$ cat src/rtl/dit_pkg.sv
package dit_pkg;

    localparam int BUS_W  = 32;
    localparam int ADDR_W = 7;
    localparam int N_TMR  = 2;
    localparam int N_SRC  = 4;
    localparam int CTRL_W = 5;

    typedef enum logic [1:0] {
        OP_LOAD = 2'd0,
        OP_HOLD = 2'd1,
        OP_RUN  = 2'd2,
        OP_BAD  = 2'd3
    } tmr_op_e;

    typedef struct packed {
        logic [2:0] src;
        tmr_op_e    op;
    } tmr_ctrl_t;

    localparam logic [ADDR_W-1:0] A_TIME   = 7'h38;
    localparam logic [ADDR_W-1:0] A_MASK   = 7'h48;
    localparam logic [ADDR_W-1:0] A_ACK    = 7'h4C;
    localparam logic [ADDR_W-1:0] A_RAW    = 7'h50;
    localparam logic [ADDR_W-1:0] A_MASKED = 7'h54;

    function automatic logic [ADDR_W-1:0] tmr_addr(input int t, input int reg_idx);
        return ADDR_W'(t * 16 + reg_idx * 4);
    endfunction

    function automatic logic pick_tick(input logic [2:0] src, input logic [N_SRC-1:0] ticks);
        return src[2] & ticks[src[1:0]];
    endfunction

endpackage

$ cat src/rtl/dit_timer.sv
module dit_timer
    import dit_pkg::*;
#(
    parameter int CNT_W = 32
) (
    input  logic              clk,
    input  logic              rst,
    input  logic              div_wr,
    input  logic              ctrl_wr,
    input  logic [BUS_W-1:0]  wdata,
    input  logic [N_SRC-1:0]  tick_src,
    output logic [CNT_W-1:0]  count,
    output logic [CNT_W-1:0]  reload,
    output tmr_ctrl_t         ctrl,
    output logic              expire
);
    logic [CNT_W-1:0] cnt_q, div_q;
    tmr_ctrl_t        ctrl_q;
    logic             exp_q;
    logic             tick_now;
    logic             running;

    assign tick_now = pick_tick(ctrl_q.src, tick_src);
    assign running  = (ctrl_q.op == OP_RUN);

    always_ff @(posedge clk) begin
        if (rst) begin
            cnt_q  <= '0;
            div_q  <= '0;
            ctrl_q <= '0;
            exp_q  <= 1'b0;
        end else begin
            exp_q <= 1'b0;
            if (div_wr)
                div_q <= wdata[CNT_W-1:0];
            if (ctrl_wr) begin
                ctrl_q <= tmr_ctrl_t'(wdata[CTRL_W-1:0]);
                if (wdata[1:0] == OP_LOAD)
                    cnt_q <= div_q;
            end else if (running && tick_now) begin
                if (cnt_q == '0) begin
                    cnt_q <= div_q;
                    exp_q <= 1'b1;
                end else begin
                    cnt_q <= cnt_q - 1'b1;
                end
            end
        end
    end

    assign count  = cnt_q;
    assign reload = div_q;
    assign ctrl   = ctrl_q;
    assign expire = exp_q;

    // outside run mode, and without a control write, the count is frozen
    assert_hold_frozen_R3: assert property (@(posedge clk) disable iff (rst)
        (!running && !ctrl_wr) |=> $stable(cnt_q));

    // a tick on a nonzero running count decrements it by exactly one
    assert_step_down_R4: assert property (@(posedge clk) disable iff (rst)
        (running && tick_now && !ctrl_wr && cnt_q != '0) |=> (cnt_q == $past(cnt_q) - 1'b1));

    // an expiry leaves the reload value in the count
    assert_reload_on_expire_R4: assert property (@(posedge clk) disable iff (rst)
        exp_q |-> (cnt_q == $past(div_q)));

endmodule

$ cat src/rtl/dit_irq_regs.sv
module dit_irq_regs
    import dit_pkg::*;
(
    input  logic             clk,
    input  logic             rst,
    input  logic             mask_wr,
    input  logic             ack_wr,
    input  logic [N_TMR-1:0] wbits,
    input  logic [N_TMR-1:0] expire,
    output logic [N_TMR-1:0] raw,
    output logic [N_TMR-1:0] mask,
    output logic             irq
);
    logic [N_TMR-1:0] raw_q, mask_q, clr;

    assign clr = ack_wr ? wbits : '0;

    always_ff @(posedge clk) begin
        if (rst) begin
            raw_q  <= '0;
            mask_q <= '0;
        end else begin
            raw_q <= (raw_q & ~clr) | expire;
            if (mask_wr)
                mask_q <= wbits;
        end
    end

    assign raw  = raw_q;
    assign mask = mask_q;
    assign irq  = |(raw_q & mask_q);

    for (genvar i = 0; i < N_TMR; i++) begin : g_bit_chk
        // an expiry always leaves its raw bit set
        assert_expire_sets_R6: assert property (@(posedge clk) disable iff (rst)
            expire[i] |=> raw_q[i]);
        // a raw bit only falls through an acknowledge of that bit
        assert_sticky_until_ack_R8: assert property (@(posedge clk) disable iff (rst)
            (raw_q[i] && !clr[i]) |=> raw_q[i]);
    end

endmodule

$ cat src/rtl/duo_interval_timer.sv
module duo_interval_timer
    import dit_pkg::*;
#(
    parameter int CNT_W  = 32,
    parameter int TIME_W = 32
) (
    input  logic              clk,
    input  logic              rst,
    input  logic              bus_sel,
    input  logic              bus_wr,
    input  logic [6:0]        bus_addr,
    input  logic [31:0]       bus_wdata,
    output logic [31:0]       bus_rdata,
    input  logic [3:0]        tick_src,
    input  logic              tick_10ns,
    output logic              irq
);
    logic             aligned, wr_en, rd_en;
    logic [N_TMR-1:0] div_wr, ctrl_wr, expire_w, raw_w, mask_w;
    logic [CNT_W-1:0] cnt_w [N_TMR];
    logic [CNT_W-1:0] div_w [N_TMR];
    tmr_ctrl_t        ctrl_w [N_TMR];
    logic [TIME_W-1:0] time_q;
    logic [BUS_W-1:0]  rd_val;

    assign aligned = (bus_addr[1:0] == 2'b00);
    assign wr_en   = bus_sel & bus_wr & aligned;
    assign rd_en   = bus_sel & ~bus_wr & aligned;

    for (genvar t = 0; t < N_TMR; t++) begin : g_tmr
        assign div_wr[t]  = wr_en && (bus_addr == tmr_addr(t, 0));
        assign ctrl_wr[t] = wr_en && (bus_addr == tmr_addr(t, 2));
        dit_timer #(.CNT_W(CNT_W)) u_tmr (
            .clk     (clk),
            .rst     (rst),
            .div_wr  (div_wr[t]),
            .ctrl_wr (ctrl_wr[t]),
            .wdata   (bus_wdata),
            .tick_src(tick_src),
            .count   (cnt_w[t]),
            .reload  (div_w[t]),
            .ctrl    (ctrl_w[t]),
            .expire  (expire_w[t])
        );
    end

    dit_irq_regs u_irq (
        .clk     (clk),
        .rst     (rst),
        .mask_wr (wr_en && bus_addr == A_MASK),
        .ack_wr  (wr_en && bus_addr == A_ACK),
        .wbits   (bus_wdata[N_TMR-1:0]),
        .expire  (expire_w),
        .raw     (raw_w),
        .mask    (mask_w),
        .irq     (irq)
    );

    always_ff @(posedge clk) begin
        if (rst)
            time_q <= '0;
        else if (tick_10ns)
            time_q <= time_q + 1'b1;
    end

    always_comb begin
        rd_val = '0;
        if (rd_en) begin
            for (int t = 0; t < N_TMR; t++) begin
                if (bus_addr == tmr_addr(t, 0)) rd_val = BUS_W'(div_w[t]);
                if (bus_addr == tmr_addr(t, 1)) rd_val = BUS_W'(cnt_w[t]);
                if (bus_addr == tmr_addr(t, 2)) rd_val = BUS_W'(ctrl_w[t]);
            end
            case (bus_addr)
                A_TIME:   rd_val = BUS_W'(time_q);
                A_MASK:   rd_val = BUS_W'(mask_w);
                A_RAW:    rd_val = BUS_W'(raw_w);
                A_MASKED: rd_val = BUS_W'(raw_w & mask_w);
                default:  ;
            endcase
        end
    end

    assign bus_rdata = rd_val;

    // the time counter moves by exactly one per strobe
    assert_time_step_R9: assert property (@(posedge clk) disable iff (rst)
        tick_10ns |=> (time_q == $past(time_q) + 1'b1));

    // no read data leaves the block for a misaligned access
    assert_misaligned_quiet_R10: assert property (@(posedge clk) disable iff (rst)
        (bus_sel && !aligned) |-> (bus_rdata == '0));

endmodule

$ cat config.mk
export PLATFORM = sky130hd
export DESIGN_NAME = duo_interval_timer
export DESIGN_NICKNAME = d
export VERILOG_FILES = /design/src/rtl/dit_pkg.sv /design/src/rtl/dit_timer.sv /design/src/rtl/dit_irq_regs.sv /design/src/rtl/duo_interval_timer.sv
export SDC_FILE = /design/constraint.sdc
export NUM_CORES = 1
export LEC_CHECK = 0
export ABC_CLOCK_PERIOD_IN_PS = 3850
export CELL_PAD_IN_SITES_DETAIL_PLACEMENT = 0
export CELL_PAD_IN_SITES_GLOBAL_PLACEMENT = 1
export CORE_UTILIZATION = 49
export DETAILED_ROUTE_END_ITERATION = 7
export DONT_BUFFER_PORTS = 1
export GPL_TIMING_DRIVEN = 0
export MAX_ROUTING_LAYER = met4
export PLACE_DENSITY_LB_ADDON = 0.1
export SLEW_MARGIN = 0
export SYNTH_ARGS = -nofsm -noshare
export SYNTH_HDL_FRONTEND = slang
export SYNTH_HIERARCHICAL = 1
export SYNTH_SLANG_ARGS = --single-unit
$ cat constraint.sdc
create_clock -name clk -period 3.85 [get_ports clk]
set_input_delay 0.77 -clock clk [delete_from_list [all_inputs] [get_ports clk]]
set_output_delay 0.77 -clock clk [all_outputs]
set_load 0.005 [all_outputs]
After elaboration in Yosys (flattened, before gate mapping)
Index checks and enable logic that the tools add are counted.
{"block": "word_totals", "output_inout_bits": 33, "elab_cells": 89, "ff_bits": 176, "in_bits": 48}
{"block": "classes", "n_bitwise": 14, "mux": 23, "magnitude_cmp": 2, "n_addsub": 3, "eq_ne": 14, "reduce_logical": 20}
{"cell": "$mux W32", "count": 15}
{"cell": "$pmux W32 S4", "count": 1}
{"cell": "$logic_not A32 Y1", "count": 2}
{"cell": "$sub A32 B1 Y32 const B", "count": 2}
{"cell": "$add A32 B1 Y32 const B", "count": 1}
{"cell": "$eq A7 B7 Y1 const B", "count": 4}
{"cell": "$eq A7 B5 Y1 const B", "count": 3}
{"cell": "$logic_and A1 B1 Y1", "count": 8}
{"cell": "$eq A7 B3 Y1 const B", "count": 1}
{"cell": "$eq A7 B4 Y1 const B", "count": 1}
{"cell": "$eq A7 B6 Y1 const B", "count": 1}
{"cell": "$logic_not A7 Y1", "count": 1}
{"cell": "$and A1 B1 Y1", "count": 6}
{"cell": "$and A2 B2 Y2", "count": 3}
{"cell": "$lt A2 B3 Y1 const B", "count": 2}
{"cell": "$reduce_or A3 Y1", "count": 2}
{"cell": "$bmux W1 S2", "count": 2}
{"cell": "$eq A2 B2 Y1 const B", "count": 2}
{"cell": "$logic_not A2 Y1", "count": 2}
{"cell": "$mux W1", "count": 4}
{"cell": "$ne A2 B2 Y1 const B", "count": 2}
{"cell": "$reduce_and A2 Y1", "count": 2}
{"cell": "$reduce_bool A2 Y1", "count": 2}
{"cell": "$not A1 Y1", "count": 3}
{"cell": "4 further kinds", "count": 4}

Longest topological paths before layout
Gate-level depths: netlist of run 1.
{"block": "logic_depth", "word_depth": 9, "mapped_depth": 13}

Modules after synthesis
The synthesis of run 1 kept the hierarchy.
{"module": "dit_timer", "area_each_um2": 3609.7, "cells_each": 420, "n_inst": 2}
{"module": "duo_interval_timer", "area_each_um2": 3136.8, "cells_each": 399, "n_inst": 1}
{"module": "dit_irq_regs", "area_each_um2": 148.9, "cells_each": 15, "n_inst": 1}

Worst setup path before layout of run 1
OpenSTA, ideal clock, no wires.
{"block": "synth_path", "path_type": "input to register", "from": "input port bus_addr[2]", "to": "register g_tmr[1].u_tmr.cnt_q[31]", "slack_ns": 0.727, "path_stages": 11, "n_path_buf": 3, "arrival_time_ns": 3.044, "required_time_ns": 3.771, "setup_time_ns": 0.079, "path_cell_list": "buf_2 nor2b_1 clkbuf_1 nand3_1 nor2_1 or3b_2 and2_2 buf_2 nor2_1 a32oi_1 o211ai_1"}
{"block": "synth_via", "elab_chain_cells": 4, "word_cells_on_any_way": 6, "cone_classes": "2 x eq/ne; 1 x mux; 3 x reduce/logical"}
{"element": "start, declared", "line": "duo_interval_timer.sv:11", "source": "input logic [6:0] bus_addr,"}
{"element": "$eq A7 B5 Y1 *", "line": "duo_interval_timer.sv:32", "source": "assign ctrl_wr[t] = wr_en && (bus_addr == tmr_addr(t, 2));"}
{"element": "$logic_and A1 B1 Y1 *", "line": "duo_interval_timer.sv:32"}
{"element": "net ctrl_wr[1]", "line": "duo_interval_timer.sv:19", "source": "logic [N_TMR-1:0] div_wr, ctrl_wr, expire_w, raw_w, mask_w;"}
{"element": "$ne A2 B2 Y1 (no source line) / $reduce_bool A2 Y1 (equally long branches)"}
{"element": "$reduce_and A2 Y1 (no source line)"}
{"element": "end signal, assigned", "line": "dit_timer.sv:39", "source": "cnt_q <= div_q;"}
{"element": "end signal, assigned", "line": "dit_timer.sv:42", "source": "cnt_q <= div_q;"}
{"element": "end signal, assigned", "line": "dit_timer.sv:45", "source": "cnt_q <= cnt_q - 1'b1;"}
{"element": "end, declared", "line": "dit_timer.sv:17", "source": "logic [CNT_W-1:0] cnt_q, div_q;"}
The timed path passes the listed nets; every way through them passes the cells marked *.
A chain may end at the register's enable or synchronous reset.

Final worst setup path of run 1
{"block": "layout_path", "from": "input port bus_addr[2]", "to": "output port bus_rdata[24]"}
{"block": "layout_via", "elab_chain_cells": 9, "word_cells_on_any_way": 18, "cone_classes": "9 x eq/ne; 8 x mux; 1 x reduce/logical"}
{"element": "$logic_not A7 Y1", "line": "duo_interval_timer.sv:70", "source": "if (bus_addr == tmr_addr(t, 0)) rd_val = BUS_W'(div_w[t]);"}
{"element": "$mux W32", "line": "duo_interval_timer.sv:70"}
{"element": "$mux W32", "line": "duo_interval_timer.sv:71", "source": "if (bus_addr == tmr_addr(t, 1)) rd_val = BUS_W'(cnt_w[t]);"}
{"element": "$mux W32", "line": "duo_interval_timer.sv:72", "source": "if (bus_addr == tmr_addr(t, 2)) rd_val = BUS_W'(ctrl_w[t]);"}
{"element": "$mux W32", "line": "duo_interval_timer.sv:70"}
{"element": "$mux W32", "line": "duo_interval_timer.sv:71"}
{"element": "$mux W32", "line": "duo_interval_timer.sv:72"}
{"element": "$pmux W32 S4 *", "line": "duo_interval_timer.sv:74", "source": "case (bus_addr)"}
{"element": "$mux W32 *", "line": "duo_interval_timer.sv:68", "source": "if (rd_en) begin"}
{"element": "end, declared", "line": "duo_interval_timer.sv:13", "source": "output logic [31:0] bus_rdata,"}
Mark *: on every way between the ends. The rest lies on a longest branch, timed or not.

==> impl_metrics.tcl, run 1 <==
set metrics [dict create \
    setup_viol 0 \
    core_area_sq_um 21000 \
    p_leak_nw 4.03 \
    clk_latency_ns 0.44 \
    crit_path_end_kind "primary output" \
    synth_top_cell_area_share 0.335 \
    netlist_top_cells_area "dfxtp_1, mux2i_1, nor2_1" \
    cts_resized 0 \
    finalSetupTns_ns 0 \
    n_antenna_cell 0 \
    synth-seq-area-share 0.335 \
    numCtsBuffers 17 \
    period_share 0.976 \
    synth_top_family_by_area "simple AND/OR/NAND/NOR gates" \
    period_minus_slack_ns 3.76 \
    synthXorXnorAreaFrac 0.0258 \
    area_delta_synth_final_pct 9.21 \
    clkTransAtPathRegs_ns 0.08 \
    synth-main-ff-cell "dfxtp_1" \
    worst_pin_slew_ns 1.14 \
    syn_area_per_cell_sq_um 8.38 \
    post_cts_buffers 0 \
    syn_inst 1254 \
    hold_viol 0 \
    avgRoutedWirePerCell_um 24.5 \
    post-route-drc-count 0 \
    outcome "complete, no violations" \
    hp-class "in -> reg" \
    ys_warn_count 6 \
    pin_count 81 \
    drv_cap 0 \
    routed_wl_um 38200 \
    maxSlewHeadroom 0.243 \
    setup.worst_path.class "in -> out" \
    clock_sinks 176 \
    postSynth.asyncResetShare 0 \
    maxSlewViolCount 0 \
    required_ns 3.08 \
    start_kind "input pin" \
    grt_max_degree 21 \
    yosysUniqueCellTypes 74 \
    syn_area_sq_um 10500 \
    ir_drop_uv 232 \
    grtUsageTotal 0.357 \
    htree_levels 4 \
    ant_nets 0 \
    rsz0062_at_grt "false" \
    fmax_mhz 266 \
    synth-compound-area-share 0.183 \
    grt_pass1_vias 9408 \
    yosys.area_share.simple 0.250 \
    num_vias 10220 \
    overflow 0 \
    drtPass1Iterations 6 \
    final.setup_skew_ns 0.0107 \
    antenna_found_initial 0 \
    design_area_sq_um 11500 \
    dieHeight_um 148 \
    fin_util 0.546 \
    synth_edf_count 0 \
    ys_ff_latch 176 \
    nets 1326 \
    grt_pass1_wl_um 57400 \
    place_area_sq_um 10800 \
    clock_path_buffers 2 \
    cts_hold_buf 0 \
    rows 53 \
    p_per_area_nw_per_um2 351 \
    hpwl_um 28500 \
    cts_tree "built" \
    vias_per_cell 6.55 \
    die_x_um 148 \
    cp_data_arrival_time_ns 2.99 \
    synth_adder_area_share 0.00596 \
    clk_root_buffer_cell "clkbuf_16" \
    start_util 0.500 \
    drtIter0Drc 1264 \
    crit_fanout 10 \
    synthesis.nets 1307 \
    place_congestion 0.964 \
    drive_gt1_frac 0.0778 \
    yosysTopAreaCell "dfxtp_1" \
    numPortBuffers 0 \
    die-area_sq_um 22000 \
    synthMuxAreaShare 0.146 \
]
-- sequential cells by signal, indices dropped and copies added, names as in the netlist --
name,flops
g_tmr.u_tmr/count,64
time_q,32
u_irq/raw,2
u_irq/mask,2
g_tmr.u_tmr/ctrl,10
g_tmr.u_tmr/expire,2
g_tmr.u_tmr/reload,64
-- placed cells by master (no fill, tap or decap), drive strengths merged, types with 3 or more instances in the layout --
cell type,netlist,routed
o2bb2ai,4,4
o31ai,6,6
a22oi,8,8
a211oi,5,5
a21oi,61,61
a22o,28,28
ha,5,5
or4,8,8
xnor2,20,20
nand4,27,27
o32ai,32,32
o21a,12,12
nor4,38,38
or3,12,12
and2,7,7
nand2b,8,8
nand3,46,46
mux2i,146,146
nand3b,8,8
clkinv,0,8
clkbuf,55,73
inv,50,57
nor4b,8,8
and3,8,8
nand2,72,72
o211ai,11,11
and4,7,7
xor2,11,11
a2bb2oi,6,6
nor3,39,39
nor2,165,165
a31oi,15,15
a21o,3,3
a311oi,3,3
nand4b,4,4
o21ai,43,43
o22ai,30,30
buf,32,31
nor2b,6,6
dfxtp,176,176
-- synth_stat cells (all sizes together), types with 3 or more instances --
master,number
dfxtp,176
clkbuf,55
buf,32
nand3b,8
and2,7
a22o,28
a21oi,61
nor4,38
nand4,27
nand2,72
a2bb2oi,6
o21a,12
a311oi,3
or3,12
nor2b,6
nor4b,8
o2bb2ai,4
and3,8
o31ai,6
xnor2,20
o211ai,11
a22oi,8
nand3,46
a211oi,5
nand2b,8
xor2,11
a31oi,15
and4,7
inv,50
a21o,3
nor2,165
ha,5
mux2i,146
o21ai,43
or4,8
nor3,39
o22ai,30
o32ai,32
nand4b,4
-- logic make-up after synthesis --
| group | count (synthesis) |
|---|---|
| simple gates | 474 |
| compound gates | 281 |
| flops | 176 |
| mux | 150 |
| buf+inv | 137 |
| xor+xnor | 31 |
| fa+ha+maj | 5 |
-- final cells by class --
type                       count  area [sq um]
multi-input combinational    941          6410
inverter                      50           188
sequential                   176          3520
clock buffer                  17           425
tap                          275           344
clock inverter                15           184
fill                        2008          9550
buffer                        87           394
-- path summary, 6_finish.rpt --
kind	slack, ns	end	from	cells past startpoint
worst max-delay path	0.09	bus_rdata[24]	bus_addr[2]	6
worst min-delay path	0.39	u_irq/mask[1]$_SDFFE_PP0P_	rst	1
worst max register to register	0.84	g_tmr[0].u_tmr/count[30]$_SDFFE_PP0P_	g_tmr[0].u_tmr/count[0]$_SDFFE_PP0P_	8
worst min register to register	0.48	u_irq/raw[0]$_SDFF_PP0_	g_tmr[0].u_tmr/expire$_SDFF_PP0_	2
-- where the power goes --
part	switching (W)	total, W	internal, W
Combinational	0.000268	0.000402	0.000133
Sequential	0.00000806	0.00183	0.00182
Clock	0.000905	0.00179	0.000887
-- layer usage --
layer	vias to the layer above	track usage	part of all wire
met4	0	0.0938	0.022
met1	4922	0.466	0.43
li1	4697	-	-
met3	76	0.0595	0.083
met2	525	0.571	0.46
met5	-	-	0
-- stage by stage --
step	hold slack (ns)	power (W)	worst slack, ns	std cells
global route	0.372	0.00415	0.0516	1561
floorplan	0.449	0.00215	0.727	1254
global placement	0.476	0.00226	-0.442	1529
finish	0.391	0.00403	0.0935	1561
CTS	0.377	0.00404	0.0178	1561
detailed placement	0.476	0.00226	-0.451	1529
-- critical path: stages --
cell     delay, ns
buf_2         0.25
buf_2         0.39
buf_1         0.69
mux2i_1       0.45
o22ai_1       0.18
a22o_1        0.23
(Power assumes the default switching activity.)
==> run 2, diff against run 1 <==
--- a/config.mk
+++ b/config.mk
@@ -6,6 +6,7 @@
 export NUM_CORES = 1
 export LEC_CHECK = 0
 export ABC_CLOCK_PERIOD_IN_PS = 3850
+export CAP_MARGIN = 20
 export CELL_PAD_IN_SITES_DETAIL_PLACEMENT = 0
 export CELL_PAD_IN_SITES_GLOBAL_PLACEMENT = 1
 export CORE_UTILIZATION = 49
==> results of run 2 <==
The final DEF is identical to that of run 1; final timing and power are the same.
